### src/rtl/spi_ee_pkg.sv
package spi_ee_pkg;

    localparam logic [7:0] OP_WRSR  = 8'h01;
    localparam logic [7:0] OP_WRITE = 8'h02;
    localparam logic [7:0] OP_READ  = 8'h03;
    localparam logic [7:0] OP_WRDI  = 8'h04;
    localparam logic [7:0] OP_RDSR  = 8'h05;
    localparam logic [7:0] OP_WREN  = 8'h06;

    typedef enum logic [3:0] {
        ST_IDLE,
        ST_CMD,
        ST_ADDR_HI,
        ST_ADDR_LO,
        ST_RD_DATA,
        ST_WR_DATA,
        ST_SR_DATA,
        ST_STATUS,
        ST_ARMED,
        ST_SKIP
    } ee_state_e;

    // Guarded region from the two protection bits and the top two address bits
    function automatic logic region_locked(input logic [1:0] prot, input logic [1:0] top);
        logic hit;
        unique case (prot)
            2'd0:    hit = 1'b0;
            2'd1:    hit = (top == 2'b11);
            2'd2:    hit = top[1];
            default: hit = 1'b1;
        endcase
        return hit;
    endfunction

endpackage

### src/rtl/spi_pin_sync.sv
module spi_pin_sync #(
    parameter int STAGES = 2
) (
    input  logic clk,
    input  logic rst_n,
    input  logic sck,
    input  logic mosi,
    input  logic cs_n,
    output logic sck_rise,
    output logic sck_fall,
    output logic cs_rise,
    output logic mosi_s,
    output logic cs_n_s
);

    logic [STAGES-1:0] sck_pipe, mosi_pipe, cs_pipe;
    logic              sck_d, cs_d;

    always_ff @(posedge clk or negedge rst_n) begin
        if (!rst_n) begin
            sck_pipe  <= '1;
            mosi_pipe <= '0;
            cs_pipe   <= '1;
            sck_d     <= 1'b1;
            cs_d      <= 1'b1;
        end else begin
            sck_pipe  <= {sck_pipe[STAGES-2:0], sck};
            mosi_pipe <= {mosi_pipe[STAGES-2:0], mosi};
            cs_pipe   <= {cs_pipe[STAGES-2:0], cs_n};
            sck_d     <= sck_pipe[STAGES-1];
            cs_d      <= cs_pipe[STAGES-1];
        end
    end

    assign mosi_s   = mosi_pipe[STAGES-1];
    assign cs_n_s   = cs_pipe[STAGES-1];
    assign sck_rise = sck_pipe[STAGES-1] & ~sck_d;
    assign sck_fall = ~sck_pipe[STAGES-1] & sck_d;
    assign cs_rise  = cs_pipe[STAGES-1] & ~cs_d;

endmodule

### src/rtl/spi_wr_timer.sv
module spi_wr_timer #(
    parameter int CYCLES = 1600
) (
    input  logic clk,
    input  logic rst_n,
    input  logic start,
    output logic busy,
    output logic done
);

    localparam int CW = $clog2(CYCLES + 1);

    logic [CW-1:0] cnt;

    always_ff @(posedge clk or negedge rst_n) begin
        if (!rst_n) begin
            cnt <= '0;
        end else if (start) begin
            cnt <= CW'(CYCLES);
        end else if (cnt != '0) begin
            cnt <= cnt - 1'b1;
        end
    end

    assign busy = (cnt != '0);
    assign done = (cnt == CW'(1));


    start_idle_chk: assert property (@(posedge clk) disable iff (!rst_n) start |-> !busy);

    start_busy_chk: assert property (@(posedge clk) disable iff (!rst_n) start |=> busy);

endmodule

### src/rtl/spi_ee_array.sv
module spi_ee_array #(
    parameter int ADDR_BITS = 4,
    parameter int DW        = 8
) (
    input  logic                 clk,
    input  logic                 rst_n,
    input  logic                 we,
    input  logic [ADDR_BITS-1:0] waddr,
    input  logic [DW-1:0]        wdata,
    input  logic [ADDR_BITS-1:0] raddr,
    output logic [DW-1:0]        rdata
);

    localparam int DEPTH = 1 << ADDR_BITS;

    logic [DW-1:0] cells [DEPTH];

    always_ff @(posedge clk or negedge rst_n) begin
        if (!rst_n) begin
            for (int i = 0; i < DEPTH; i++) begin
                cells[i] <= '1;
            end
        end else if (we) begin
            cells[waddr] <= wdata;
        end
    end

    assign rdata = cells[raddr];

endmodule

### src/rtl/spi_eeprom_slave.sv
module spi_eeprom_slave
    import spi_ee_pkg::*;
#(
    parameter int ADDR_BITS   = 4,
    parameter int WR_CYCLES   = 1600,
    parameter int SYNC_STAGES = 2
) (
    input  logic clk,
    input  logic rst_n,
    input  logic spi_sck,
    input  logic spi_mosi,
    input  logic spi_cs_n,
    output logic spi_miso
);

    logic sck_rise, sck_fall, cs_rise, mosi_s, cs_n_s;

    spi_pin_sync #(.STAGES(SYNC_STAGES)) u_sync (
        .clk      (clk),
        .rst_n    (rst_n),
        .sck      (spi_sck),
        .mosi     (spi_mosi),
        .cs_n     (spi_cs_n),
        .sck_rise (sck_rise),
        .sck_fall (sck_fall),
        .cs_rise  (cs_rise),
        .mosi_s   (mosi_s),
        .cs_n_s   (cs_n_s)
    );

    ee_state_e            state_q, state_d;
    logic [2:0]           bit_cnt;
    logic [6:0]           rx_sh;
    logic [7:0]           rx_byte;
    logic                 byte_done;
    logic                 wel, busy, wr_done, cyc_start;
    logic [1:0]           prot, pend_prot;
    logic [ADDR_BITS-1:0] addr, rd_addr;
    logic [7:0]           pend_data, tx_word, rd_data, status;
    logic                 op_is_sr, op_is_wr, miso_q;
    logic                 commit_ok, sr_commit, mem_we;

    assign rx_byte   = {rx_sh, mosi_s};
    assign byte_done = sck_rise & ~cs_n_s & (bit_cnt == 3'd7);
    assign status    = {4'b0000, prot, wel, busy};

    // ---------------- state register ----------------
    always_ff @(posedge clk or negedge rst_n) begin
        if (!rst_n) state_q <= ST_IDLE;
        else        state_q <= state_d;
    end

    // ---------------- next state ----------------
    always_comb begin
        state_d = state_q;
        if (cs_n_s) begin
            state_d = ST_IDLE;
        end else begin
            unique case (state_q)
                ST_IDLE: state_d = ST_CMD;
                ST_CMD: begin
                    if (byte_done) begin
                        if (busy && rx_byte != OP_RDSR)       state_d = ST_SKIP;
                        else if (rx_byte == OP_RDSR)          state_d = ST_STATUS;
                        else if (rx_byte == OP_READ)          state_d = ST_ADDR_HI;
                        else if (rx_byte == OP_WRITE && wel)  state_d = ST_ADDR_HI;
                        else if (rx_byte == OP_WRSR && wel)   state_d = ST_SR_DATA;
                        else                                  state_d = ST_SKIP;
                    end
                end
                ST_ADDR_HI: if (byte_done) state_d = ST_ADDR_LO;
                ST_ADDR_LO: if (byte_done) state_d = op_is_wr ? ST_WR_DATA : ST_RD_DATA;
                ST_WR_DATA: if (byte_done) state_d = ST_ARMED;
                ST_SR_DATA: if (byte_done) state_d = ST_ARMED;
                default:    state_d = state_q;
            endcase
        end
    end

    // ---------------- serial datapath ----------------
    assign rd_addr = (state_q == ST_ADDR_LO) ? rx_byte[ADDR_BITS-1:0] : addr + 1'b1;

    always_ff @(posedge clk or negedge rst_n) begin
        if (!rst_n) begin
            bit_cnt   <= '0;
            rx_sh     <= '0;
            tx_word   <= '0;
            miso_q    <= 1'b0;
            addr      <= '0;
            pend_data <= '0;
            pend_prot <= '0;
            op_is_sr  <= 1'b0;
            op_is_wr  <= 1'b0;
        end else if (cs_n_s) begin
            bit_cnt <= '0;
            tx_word <= '0;
            miso_q  <= 1'b0;
        end else begin
            if (sck_rise) begin
                bit_cnt <= bit_cnt + 1'b1;
                rx_sh   <= rx_byte[6:0];
            end
            if (sck_fall) begin
                miso_q <= tx_word[3'd7 - bit_cnt];
            end
            if (byte_done) begin
                tx_word <= 8'h00;
                case (state_q)
                    ST_CMD: begin
                        if (!busy || rx_byte == OP_RDSR) begin
                            op_is_sr <= (rx_byte == OP_WRSR);
                            op_is_wr <= (rx_byte == OP_WRITE);
                            if (rx_byte == OP_RDSR) tx_word <= status;
                        end
                    end
                    ST_ADDR_LO: begin
                        addr <= rx_byte[ADDR_BITS-1:0];
                        if (!op_is_wr) tx_word <= rd_data;
                    end
                    ST_RD_DATA: begin
                        addr    <= rd_addr;
                        tx_word <= rd_data;
                    end
                    ST_STATUS:  tx_word   <= status;
                    ST_WR_DATA: pend_data <= rx_byte;
                    ST_SR_DATA: pend_prot <= rx_byte[3:2];
                    default:    ;
                endcase
            end
        end
    end

    assign spi_miso = spi_cs_n ? 1'b0 : miso_q;

    // ---------------- commit at select rising ----------------
    assign commit_ok = cs_rise & (state_q == ST_ARMED);
    assign sr_commit = commit_ok & op_is_sr;
    assign mem_we    = commit_ok & ~op_is_sr & ~region_locked(prot, addr[ADDR_BITS-1 -: 2]);
    assign cyc_start = sr_commit | mem_we;

    always_ff @(posedge clk or negedge rst_n) begin
        if (!rst_n) begin
            wel  <= 1'b0;
            prot <= 2'b00;
        end else begin
            if (wr_done) begin
                wel <= 1'b0;
            end else if (byte_done && state_q == ST_CMD && !busy) begin
                if (rx_byte == OP_WREN)      wel <= 1'b1;
                else if (rx_byte == OP_WRDI) wel <= 1'b0;
            end
            if (sr_commit) prot <= pend_prot;
        end
    end

    spi_wr_timer #(.CYCLES(WR_CYCLES)) u_timer (
        .clk   (clk),
        .rst_n (rst_n),
        .start (cyc_start),
        .busy  (busy),
        .done  (wr_done)
    );

    spi_ee_array #(.ADDR_BITS(ADDR_BITS), .DW(8)) u_array (
        .clk   (clk),
        .rst_n (rst_n),
        .we    (mem_we),
        .waddr (addr),
        .wdata (pend_data),
        .raddr (rd_addr),
        .rdata (rd_data)
    );


    wel_gate_chk: assert property (@(posedge clk) disable iff (!rst_n) cyc_start |-> wel);

    full_lock_chk: assert property (@(posedge clk) disable iff (!rst_n)
        (cyc_start && !op_is_sr) |-> (prot != 2'b11));

    wel_drop_chk: assert property (@(posedge clk) disable iff (!rst_n) $fell(busy) |-> !wel);

    busy_skip_chk: assert property (@(posedge clk) disable iff (!rst_n)
        (byte_done && state_q == ST_CMD && busy && rx_byte != OP_RDSR)
        |=> (state_q == ST_SKIP || state_q == ST_IDLE));

    prot_hold_chk: assert property (@(posedge clk) disable iff (!rst_n)
        (prot != $past(prot)) |-> busy);

endmodule

### config.mk
export PLATFORM = sky130hd
export DESIGN_NAME = spi_eeprom_slave
export DESIGN_NICKNAME = d
export VERILOG_FILES = /design/src/rtl/spi_ee_pkg.sv /design/src/rtl/spi_pin_sync.sv /design/src/rtl/spi_wr_timer.sv /design/src/rtl/spi_ee_array.sv /design/src/rtl/spi_eeprom_slave.sv
export SDC_FILE = /design/constraint.sdc
export NUM_CORES = 1
export LEC_CHECK = 0
export CELL_PAD_IN_SITES_DETAIL_PLACEMENT = 1
export CELL_PAD_IN_SITES_GLOBAL_PLACEMENT = 2
export CORE_UTILIZATION = 36
export DETAILED_ROUTE_END_ITERATION = 6
export GPL_ROUTABILITY_DRIVEN = 0
export PLACE_DENSITY_LB_ADDON = 0.1
export SKIP_LAST_GASP = 1
export SLEW_MARGIN = 10
export SYNTH_ARGS = -nofsm -noshare
export SYNTH_HDL_FRONTEND = slang
export SYNTH_HIERARCHICAL = 1
export SYNTH_SLANG_ARGS = --single-unit
### constraint.sdc
create_clock -name clk -period 2.6 [get_ports clk]
set_input_delay 0.52 -clock clk [delete_from_list [all_inputs] [get_ports clk]]
set_output_delay 0.52 -clock clk [all_outputs]
set_load 0.1 [all_outputs]
[Word-level counts from Yosys, hierarchy flattened]
Index checks and enable logic that the tools add are counted.
Widths: inputs -> output; s select.
Cells by class
  bitwise logic cells: 18
  magnitude comparators: 4
  equal/unequal tests: 24
  muxes and demuxes: 40
  reduce and logical (&&, ||, !) cells: 27
  add/sub/neg operators: 4
Operator list (count)
  $bwmux 128: 1
  $mux 4: 13
  $mux 8: 6
  $bmux 8 s4: 1
  $demux 8 s4: 1
  $pmux 8 s4: 1
  $eq 8x3->1 const B: 3
  $mux 11: 2
  $pmux 4 s5: 1
  $eq 4x3->1 const B: 4
  $eq 8x2->1 const B: 2
  $reduce_bool 2->1: 6
  $eq 11x1->1 const B: 1
  $reduce_bool 11->1: 1
  $sub 11x1->11 const B: 1
  $ge 5x5->1 const B: 2
  $not 4->5: 2
  $and 1x1->1: 9
  $mux 1: 9
  $ne 3x2->1 const B: 3
  $reduce_and 3->1: 3
  $eq 4x2->1 const B: 2
  $eq 8x1->1 const B: 1
  $ne 8x3->1 const B: 1
  other kinds (28): 41
Storage, ports and cells
  word-level logic and storage cells: 151
  bits in registers: 189

[Depth between registers and ports, before layout]
  word-level depth: 10
  gate-level depth with buffers: 11
  mapped depth without buffers: 7

[By module]
The synthesis kept the hierarchy.
Modules (own cells, without submodules)
  spi_ee_array: area each 6075.8 um^2, cells an instance 365, sequential area each 3363.2 um^2, instances 1
  spi_eeprom_slave: area each 2255.9 um^2, cells an instance 210, sequential area each 1051.0 um^2, instances 1
  spi_wr_timer: area each 603.1 um^2, cells an instance 63, sequential area each 275.3 um^2, instances 1
  spi_pin_sync: area each 229.0 um^2, cells an instance 11, sequential area each 207.7 um^2, instances 1

[Worst setup path before layout]
OpenSTA, ideal clock, no wires.
  path kind: register to register
  start: register state_q[3]
  end: register tx_word[0]
  library setup time: 0.126 ns
  path slack: -0.067 ns
  path buffers: 4
  cell stages (with the launch flop): 12
  data arrival time: 2.541 ns
  cell sequence: dfrtp_1 -> buf_6 -> nand4bb_1 -> clkbuf_1 -> nor2_1 -> a21oi_1 -> buf_2 -> buf_2 -> mux4_2 -> a22oi_1 -> nand2_1 -> a221o_1
On the way
  word-level cells in the longest chain between the ends: 10
  elaborated cells between the ends (all ways): 13
  those cells by class: eq/ne (4); mux (8); bitwise (1)
Ends and longest elaborated chain
  start, declared: line spi_eeprom_slave.sv:31  | ee_state_e state_q, state_d;
  start signal, assigned: line spi_eeprom_slave.sv:50  | else state_q <= state_d;
  $eq 4x2->1 (*): line spi_eeprom_slave.sv:81  | assign rd_addr = (state_q == ST_ADDR_LO) ? rx_byte[ADDR_BITS-1:0] : addr + 1'b1;
  $mux 4 (*): line spi_eeprom_slave.sv:81
  net rd_addr[0]: line spi_eeprom_slave.sv:38  | logic [ADDR_BITS-1:0] addr, rd_addr;
  $not 4->5 (implied by the code) (*): line spi_ee_array.sv:28  | assign rdata = cells[raddr];
  $bmux 8 s4 (*): line spi_ee_array.sv:28
  $mux 8 (implied by the code) (*) (2 in series): line spi_ee_array.sv:28
  net rd_data[0]: line spi_eeprom_slave.sv:39  | logic [7:0] pend_data, tx_word, rd_data, status;
  $mux 8: line spi_eeprom_slave.sv:118  | if (!op_is_wr) tx_word <= rd_data;
  $pmux 8 s4 (*): line spi_eeprom_slave.sv:108  | case (state_q)
  $mux 8 (*): line spi_eeprom_slave.sv:106  | if (byte_done) begin
  $mux 8 (*): line spi_eeprom_slave.sv:94  | end else if (cs_n_s) begin
  end signal, assigned: line spi_eeprom_slave.sv:113  | if (rx_byte == OP_RDSR) tx_word <= status;
  end signal, assigned: line spi_eeprom_slave.sv:118
  end signal, assigned: line spi_eeprom_slave.sv:122  | tx_word <= rd_data;
  end, declared: line spi_eeprom_slave.sv:39
Mark *: on every way through the listed nets, which the timed path passes. The rest lies on a longest branch. The select of a mux whose other input is x is not followed.
A chain may end at the register's enable or synchronous reset.

[Worst setup path after layout]
  start: register state_q[2]
  end: register tx_word[1]
Same word-level chain as after synthesis.

==> results.json <==
{
  "cts_max_level": 4,
  "fin_skew_ns": 0.0130,
  "ys_async_sr_fraction_pct": 100,
  "critical_path.n_buffers_inverters": 2,
  "io_pins": 6,
  "critPathArrivalTime_ns": 2.83,
  "clk_transition_reported_paths_ns": 0.07,
  "worstPathRequired_ns": 2.90,
  "pin_count_of_the_biggest_net_entering_global_routing": 61,
  "number_of_antenna_violations_at_the_first_check_in_global_routing": 1,
  "ff2ff_setup_slack_ns": 0.07,
  "final_period_minus_worst_setup_slack_ns": 2.53,
  "die_x_um": 162,
  "route.detailed.vias_per_inst": 5.36,
  "post-dp-hpwl_um": 15800,
  "cts_tree": "built",
  "r2r_cells": 8,
  "synth.ff_latch_count": 189,
  "port_buffers": 5,
  "timing.max_cap.violations": 0,
  "synth_nets": 659,
  "critical_path.startpoint_type": "register",
  "combined_area_of_the_multi_input_logic_cells_um2": 4120,
  "most_common_cell_after_layout_fill_and_taps_aside": "sky130_fd_sc_hd__dfstp_2",
  "finalCritPeriodShare_pct": 97.2,
  "final_cell_mix": "sky130_fd_sc_hd__dfstp_2, sky130_fd_sc_hd__mux2_2, sky130_fd_sc_hd__dfrtp_1",
  "timing.critical_path.depth": 8,
  "height_of_the_chip_um": 162,
  "hold_bufs_at_cts": 0,
  "crit_path_end_kind": "register",
  "grt_overflow_total": 0,
  "drt-pass1-iter-count": 4,
  "number_of_antenna_cells_inserted": 0,
  "synth_area_leaders": "sky130_fd_sc_hd__dfstp_2, sky130_fd_sc_hd__mux2_2, sky130_fd_sc_hd__dfrtp_1",
  "area_growth_pct": 17.4,
  "post_synth_num_cell_types": 71,
  "tightestPinTransition_ns": 0.747,
  "clkLatencyLatePin_ns": 0.43,
  "seq_area_frac_synth_pct": 53.4,
  "finalHoldViolations": 0,
  "reg2reg_capture_point": "tx_word[1]",
  "fin_nets": 709,
  "pre_cts_slack_ns": 0.00504,
  "yosysTopAreaCellShare_pct": 38.4,
  "worst_ir_drop_vdd_mv": 0.338,
  "path_delay_family": "compound AO/OA/AOI/OAI gates",
  "min_path_type": "in2async",
  "rsz0062_at_grt": "false",
  "floorplan.initialDensity_pct": 36.5,
  "crit_path_max_incr_delay_ns": 0.51,
  "syn-mean-instance-area_um2": 14.1,
  "drv_slew": 0,
  "drive_above_1_share_pct": 61.0,
  "drt-initial-drc-count": 319,
  "cellLeakagePower_nw": 4.41,
  "route.detailed.wl_per_inst_um": 22.9,
  "timing.setup.tns_ns": 0,
  "floorplan.rows": 58,
  "cts-root-to-sink-buffers": 2,
  "clock_sinks": 189,
  "timing_worst_setup_path_type": "reg2reg",
  "timing.critical_path.slowest_stage_cell": "sky130_fd_sc_hd__mux4_2",
  "synthCells": 649,
  "slew_headroom_pct": 50.2,
  "floorplan.die_area_um2": 26100,
  "grt_first_pass_wirelength_um": 37600,
  "setup_viol_count_final": 0,
  "final.fill_count": 2585,
  "layout.area.seq_um2": 4900,
  "cts_made_buffers": 17,
  "route.vias.total": 5577,
  "layout_setup_ws_ns": 0.0730,
  "drcViolationCount": 0,
  "cellPowerDensity_nw_per_um2": 607,
  "synth_enable_flop_cells": 0,
  "grt_use_total_pct": 19.3,
  "status": "finished clean",
  "totalWireLength_um": 23900,
  "yosysTopAreaCell": "sky130_fd_sc_hd__dfstp_2",
  "grt_pass1_vias": 6097,
  "synth_flop_cell": "sky130_fd_sc_hd__dfstp_2",
  "core-area_um2": 25100,
  "worstReg2RegStart": "state_q[2]",
  "syn-cell-area_um2": 9160,
  "crit_path_cell_trace": "nand4bb_4 -> a21oi_4 -> buf_12 -> clkbuf_16 -> mux4_2 -> a22oi_1 -> nand2_1 -> a221o_1",
  "path_max_fanout": 9,
  "clockRootBuffer": "sky130_fd_sc_hd__clkbuf_16",
  "maxClockFrequency_ghz": 0.396,
  "synthesis.yosys.warnings": 6,
  "antenna_violating_nets_post_route": 0
}
[cells by family (layout without fill, tap and decap cells)]
| group | Yosys count | in the layout | share of synthesized area (%) |
|---|---|---|---|
| flops | 189 | 189 | 53.4 |
| compound gates | 78 | 78 | 5.91 |
| fa+ha+maj | 6 | 6 | 0.792 |
| mux | 181 | 181 | 27.0 |
| xor+xnor | 8 | 8 | 0.765 |
| simple gates | 141 | 141 | 9.72 |
| buf+inv | 46 | 108 | 2.36 |
[per-layer routing]
layer	GRT usage, %	vias up	wire [um]	share of wire [%]
met5	0	-	0	0
met4	5.70	0	372	1.6
met3	2.90	18	695	2.9
met2	30.6	70	11600	48
met1	27.4	2987	11200	47
li1	-	2502	-	-
[repair_timing]
action / 4_1_cts / 5_1_grt
setup endpoints to repair: 4 / 56
cloned: 0 / 3
setup buffers: 0 / 5
resized for setup: 1 / 11
pin swaps: 0 / 4
[flip-flops by register name, summed over array words and instances (netlist names), 2 cells and up]
signal and flops:
u_array/cells 128, bit_cnt 3, addr 4, state_q 4, u_sync/sck_pipe 2, prot 2, u_sync/cs_pipe 2, pend_data 8
pend_prot 2, u_timer/cnt 11, rx_sh 7, tx_word 8, u_sync/mosi_pipe 2
[area by class of cell]
cell class | instances | area share [%]
Sequential cell | 189 | 45.5
Multi-Input combinational cell | 414 | 38.3
Timing Repair Buffer | 66 | 6.20
Clock buffer | 22 | 4.51
Tap cell | 330 | 3.84
Clock inverter | 9 | 1.23
Inverter | 11 | 0.384
[power breakdown]
group	internal, mW	total [mW]	switching, mW
clock	1.62	2.75	1.13
sequential	3.07	3.20	0.139
combinational	0.246	0.576	0.330
[synthesized netlist by cell type (all sizes together) (2+ instances only)]
master   instances
mux2           142
dfstp          134
dfrtp           55
nand2           35
mux4            34
nor2            28
clkbuf          19
a21oi           18
a22oi           16
buf             16
o21ai           13
inv             11
nor3            11
nand3            9
nand2b           8
nor2b            8
and2             6
nor4             6
ha               5
mux2i            5
nand3b           5
nand4            5
a211oi           4
a221o            4
a22o             4
xnor2            4
xor2             4
a31oi            3
or3              3
or4b             3
and3b            2
nand4bb          2
nor3b            2
nor4b            2
o211ai           2
o22a             2
o22ai            2
o41ai            2
or4              2
[worst max path at each step]
| stage | startpoint | endpoint | slack (ns) |
|---|---|---|---|
| after floorplan | state_q[3] | tx_word[3] | 0.01 |
| after global placement | state_q[2] | tx_word[4] | 0.02 |
| after detailed placement | state_q[2] | tx_word[5] | 0.005 |
| after CTS | state_q[2] | tx_word[5] | 0.03 |
| after global routing | state_q[2] | tx_word[0] | 0.008 |
| final | state_q[2] | tx_word[1] | 0.07 |
[stage by stage]
step | instance area [um2] | hold slack [ns] | power, mW | std cells | util, %
after floorplan | 9170 | 0.224 | 3.56 | 649 | -
after global placement | 9960 | 0.332 | 3.80 | 1002 | 39.7
after detailed placement | 9960 | 0.349 | 3.83 | 1002 | 39.7
after CTS | 10600 | 0.0559 | 6.63 | 1033 | 42.1
after global routing | 10800 | 0.0895 | 6.84 | 1041 | 42.8
final | 10800 | 0.0713 | 6.53 | 1041 | 42.8
Power figures use the tool's default switching activity.
